File: src/rtl/dst_pkg.sv
package dst_pkg;
  localparam logic [3:0] SYNC_END_OK  = 4'b0000;
  localparam logic [3:0] SYNC_MORE    = 4'b1001;
  localparam logic [3:0] SYNC_END_ERR = 4'b1010;

  typedef enum logic [1:0] {
    SK_WAIT    = 2'd0,
    SK_MORE    = 2'd1,
    SK_END_OK  = 2'd2,
    SK_END_ERR = 2'd3
  } sync_kind_e;
endpackage

File: src/rtl/dst_sync_decode.sv
module dst_sync_decode
  import dst_pkg::*;
(
  input  logic [3:0]  code_i,
  output sync_kind_e  kind_o
);
  always_comb begin
    unique case (code_i)
      SYNC_END_OK:  kind_o = SK_END_OK;
      SYNC_END_ERR: kind_o = SK_END_ERR;
      SYNC_MORE:    kind_o = SK_MORE;
      default:      kind_o = SK_WAIT;
    endcase
  end
endmodule

File: src/rtl/dst_lfsr.sv
module dst_lfsr #(
  parameter int unsigned        W    = 8,
  parameter logic [W-1:0]       SEED = 8'hA5
) (
  input  logic         clk_i,
  input  logic         rst_ni,
  output logic [W-1:0] q_o
);
  logic fb;

  generate
    if (W == 8) begin : g_w8
      assign fb = q_o[7] ^ q_o[5] ^ q_o[4] ^ q_o[3];
    end else begin : g_wx
      assign fb = q_o[W-1] ^ q_o[W-2];
    end
  endgenerate

  always_ff @(posedge clk_i or negedge rst_ni) begin
    if (!rst_ni) q_o <= SEED;
    else         q_o <= {q_o[W-2:0], fb};
  end
endmodule

File: src/rtl/dma_sync_term.sv
module dma_sync_term
  import dst_pkg::*;
#(
  parameter int unsigned SIZE_W    = 2,
  parameter int unsigned FILL_W    = 8,
  parameter logic [7:0]  FILL_SEED = 8'hA5
) (
  input  logic              clk_i,
  input  logic              rst_ni,
  input  logic              start_i,
  input  logic [SIZE_W-1:0] size_i,
  input  logic              chan16_i,
  input  logic              dir_wr_i,
  input  logic              sync_vld_i,
  input  logic [3:0]        sync_i,
  output logic              req_o,
  output logic              abort_o,
  output logic              err_o,
  output logic              fill_en_o,
  output logic [7:0]        fill_data_o,
  output logic              done_o
);
  localparam logic [SIZE_W-1:0] IDX_ZERO = '0;
  localparam logic [SIZE_W-1:0] IDX_ONE  = SIZE_W'(1);

  sync_kind_e          kind;
  logic [FILL_W-1:0]   lfsr_q;
  logic                active_q, pend_q, chan16_q, dir_q;
  logic [SIZE_W-1:0]   idx_q, size_q;

  dst_sync_decode u_dec (.code_i(sync_i), .kind_o(kind));

  dst_lfsr #(.W(FILL_W), .SEED(FILL_SEED[FILL_W-1:0])) u_lfsr (
    .clk_i(clk_i), .rst_ni(rst_ni), .q_o(lfsr_q)
  );

  logic ev, is_last, is_end, first16, finish, drop, abort_d, fill_d, err_d;

  always_comb begin
    ev      = sync_vld_i && active_q && !start_i && (kind != SK_WAIT);
    is_last = (idx_q == size_q);
    is_end  = (kind == SK_END_OK) || (kind == SK_END_ERR);
    // end code on the low byte of a multi-byte 16-bit channel transfer
    first16 = chan16_q && (idx_q == IDX_ZERO) && (size_q != IDX_ZERO) && is_end;
    finish  = ev && (pend_q || first16 || (is_end && (!dir_q || is_last))
                     || (kind == SK_MORE && is_last));
    drop    = finish && (is_end || pend_q || first16);
    abort_d = finish && !is_last;
    fill_d  = finish && first16 && dir_q;
    err_d   = ev && ((kind == SK_END_ERR) || first16);
  end

  always_ff @(posedge clk_i or negedge rst_ni) begin
    if (!rst_ni) begin
      active_q  <= 1'b0;
      pend_q    <= 1'b0;
      chan16_q  <= 1'b0;
      dir_q     <= 1'b0;
      idx_q     <= '0;
      size_q    <= '0;
      req_o     <= 1'b0;
      err_o     <= 1'b0;
      done_o    <= 1'b0;
      abort_o   <= 1'b0;
      fill_en_o <= 1'b0;
    end else begin
      done_o    <= finish;
      abort_o   <= abort_d;
      fill_en_o <= fill_d;
      if (start_i) begin
        active_q <= 1'b1;
        pend_q   <= 1'b0;
        idx_q    <= '0;
        size_q   <= size_i;
        chan16_q <= chan16_i;
        dir_q    <= dir_wr_i;
        req_o    <= 1'b1;
        err_o    <= 1'b0;
      end else begin
        if (err_d) err_o <= 1'b1;
        if (finish) begin
          active_q <= 1'b0;
          pend_q   <= 1'b0;
          if (drop) req_o <= 1'b0;
        end else if (ev) begin
          idx_q <= idx_q + IDX_ONE;
          if (is_end) pend_q <= 1'b1;  // write: next byte is the last
        end
      end
    end
  end

  always_ff @(posedge clk_i or negedge rst_ni) begin
    if (!rst_ni)     fill_data_o <= '0;
    else if (fill_d) fill_data_o <= 8'(lfsr_q);
  end
endmodule

File: config.mk
export PLATFORM = sky130hd
export DESIGN_NAME = dma_sync_term
export DESIGN_NICKNAME = d
export VERILOG_FILES = /design/src/rtl/dst_pkg.sv /design/src/rtl/dst_sync_decode.sv /design/src/rtl/dst_lfsr.sv /design/src/rtl/dma_sync_term.sv
export SDC_FILE = /design/constraint.sdc
export NUM_CORES = 1
export LEC_CHECK = 0
export BUFFER_PORTS_ARGS = -buffer_cell sky130_fd_sc_hd__buf_2
export CAP_MARGIN = 20
export CORE_MARGIN = 4
export CORE_UTILIZATION = 35
export DETAILED_ROUTE_END_ITERATION = 6
export SETUP_SLACK_MARGIN = 0.02
export SLEW_MARGIN = 20
export SYNTH_ARGS = -nofsm -noshare
export SYNTH_HDL_FRONTEND = slang
export SYNTH_SLANG_ARGS = --single-unit
File: constraint.sdc
create_clock -name clk_i -period 1.6 [get_ports clk_i]
set_input_delay 0 -clock clk_i [delete_from_list [all_inputs] [get_ports clk_i]]
set_output_delay 0 -clock clk_i [all_outputs]
set_load 0.02 [all_outputs]
==> run metrics <==
Yosys warning count 0; Yosys top cell by area dfrtp_1; Hold Crit Depth 3; final setup margin -0.150 ns; H-tree Lvls 2; Tmin final 1.75 ns; antenna violations before repair 0; hpwl dp 1740 um; Place WS -0.228 ns; CTS tree yes; final setup vio count 12; first-pass GRT wire length 4190 um; DRT Pass-1 Iters 4; max-cap violation count 0; top post-synthesis cells by count dfrtp_1, mux2_2, nor2_1, o21ai_0; share of the synthesized area in the top cell type 52.2%; synth top area cells dfrtp_1, mux2_2, dfstp_2, xor2_1, o21ai_0; area post-placement 1450 sq um; Max VDD drop 0.334 mV; vias in the first global route 914; setup TNS -1.23 ns; layout cell share with drive strength beyond 1 52.1%; cell family with most CP delay simple AND/OR/NAND/NOR gates; Synthesized Nets 103; grt ovf 0; Worst Path Buf+Inv 2; DRC Markers 0; slowest stage delay, CP 0.40 ns; RSZ-0062 raised after global routing yes; Final Max Tran Viols 0; CTS buffer count 5; initial DRC count 31; max_slew headroom 58.9%; most common cell in the netlist dfrtp_1; Initial Utilization 38.0%; Rows 20; vias per cell 4.68; Post-Syn Area 1200 sq um; crit start category flip-flop; non-filler cells, final 184; post-synthesis sequential area ratio 61.0%; P_leak 0.824 nW; CTS Root Cell clkbuf_4; Cell Pwr Density 898 nW/um^2; failing checks negative setup slack; via count 861; Fill cells 273; drt wl/cell 14.2 um; Crit Path Max Fanout 5; post-route cell area 1720 sq um; clk_lat worst skew 0.31 ns; Hold Slack 0.0587 ns; Fin. Hold Viols 0; Fmax achieved 571 MHz; Core Footprint 3150 sq um; combined flip-flop and latch cell area 731 sq um; CP Cell Sequence inv_2 -> ha_4 -> o211ai_1 -> nor3b_2 -> and4_4 -> buf_12 -> mux2_4; WL final 2610 um; # port buffers 24; status finished, violations left; CP max stage cell dfrtp_1; clk sinks 29; footprint of the multi-input gates 518 sq um; Req. time, crit path 1.80 ns; synthesized area per cell 13.3 sq um; num ports 25; Die Y 66.5 um; GPL Wtd Cong 0.778; final core occ 54.5%; Reg2Reg Depth 7; Netlist cell types 29; Slew @ Worst Pin 0.617 ns; crit path DAT 1.95 ns; hold endpoint pend_q; nets@finish 152; n_diodes 0; Crit. End Element flip-flop; Top FF cell, synth dfrtp_1; Final ANT Viol Nets 0; Placed Instances 167; HP Class input pin to flip-flop; post-route clock period utilization 109%; clock buffer depth 2; Power, Total 1.54 mW; CP Class flip-flop to flip-flop; EDFF count, synth 0; post-synthesis async set-or-reset flop share 100%; FF-to-FF setup slack -0.15 ns; Area growth, synth to finish 43.6%; die footprint 4420 sq um; R2R Path End fill_data_o[3]; clk slew on worst S/H paths 0.09 ns; Tot GR Track Use 13.1%; flop and latch count out of synthesis 29; post-synthesis instance total 90; r2r startpoint idx_q[0]; Clock Skews 0.00652 ns; largest net degree at the start of global routing 30; die width 66.5 um; Hold Startpoint start_i
==> report_power, final <==
part | internal, mW | total (mW) | switching (mW)
Sequential | 0.747 | 0.757 | 0.00999
Clock | 0.373 | 0.603 | 0.230
Combinational | 0.0914 | 0.183 | 0.0920
==> flip-flops by register name, indices dropped and copies added (netlist names) <==
signal and cells:
done_o 1, abort_o 1, req_o 1, idx_q 2, pend_q 1, dir_q 1
active_q 1, size_q 2, fill_en_o 1, err_o 1, chan16_q 1, fill_data_o 8
u_lfsr.q_o 8
==> cell type report <==
class,instances,area share (%)
inverters,4,0.873
repair buffers,44,18.3
multi-input cells,55,30.1
clock inverters,1,1.75
flip-flops and latches,29,42.5
well taps,44,3.20
clock buffers,7,3.20
==> cells by family (layout without fill, tap and decap cells) <==
| group | count (synthesis) | count (layout) | share of synthesized area [%] |
|---|---|---|---|
| AOI/OAI and AO/OA | 15 | 15 | 8.78 |
| DFF | 29 | 29 | 61.0 |
| buffers and inverters | 6 | 56 | 2.51 |
| and+or+nand+nor | 19 | 19 | 9.20 |
| xor gates and xnor gates | 6 | 6 | 4.39 |
| muxes | 14 | 14 | 13.1 |
| adders and majority gates | 1 | 1 | 1.04 |
==> worst max-delay path by stage <==
stage | slack, ns | cells past startpoint | startpoint | endpoint
after floorplan | -0.07 | 7 | idx_q[0] | fill_data_o[0]
after global placement | -0.12 | 7 | idx_q[0] | fill_data_o[3]
after detailed placement | -0.23 | 7 | idx_q[0] | fill_data_o[3]
after CTS | -0.16 | 7 | idx_q[1] | fill_data_o[3]
after global routing | -0.21 | 7 | idx_q[0] | fill_data_o[3]
final | -0.15 | 7 | idx_q[0] | fill_data_o[3]
==> metal layers <==
metal	vias to the layer above	global-route usage [%]	part of all wire [%]
met5	-	0	0
met4	0	6.35	1.7
met1	419	15.0	42
li1	414	-	-
met3	5	5.40	4.5
met2	23	20.9	52
==> cell usage in the layout (no fill, tap or decap), types with 2 or more instances in the layout <==
| cell type | netlist | routed |
|---|---|---|
| inv_2 | 0 | 2 |
| buf_2 | 0 | 24 |
| nand2_1 | 4 | 4 |
| dfrtp_1 | 25 | 25 |
| nor2_1 | 5 | 5 |
| a21oi_1 | 2 | 2 |
| xor2_1 | 4 | 3 |
| mux2_2 | 13 | 5 |
| buf_4 | 0 | 13 |
| o211ai_1 | 2 | 2 |
| nand3b_1 | 2 | 2 |
| inv_1 | 4 | 2 |
| o21ai_0 | 5 | 4 |
| mux2_4 | 0 | 8 |
| dfstp_2 | 4 | 4 |
| xnor2_1 | 2 | 2 |
| dlygate4sd3_1 | 0 | 5 |
| clkbuf_4 | 0 | 5 |
| a21o_1 | 2 | 2 |
==> worst reg2reg max path: stages, from the launching register on <==
cell      delay (ns)
dfrtp_1         0.40
inv_2           0.08
ha_4            0.12
o211ai_1        0.10
nor3b_2         0.21
and4_4          0.31
buf_12          0.13
mux2_4          0.30
==> repair_timing <==
item | CTS | global route
pin swaps | 7 | 4
endpoints found under the hold margin | 29 | 0
resized for setup | 17 | 3
buffers inserted | 4 | 0
hold buffers | 5 | 0
gates cloned | 1 | 0
setup endpoints to repair | 13 | 15
(Power assumes the default switching activity.)
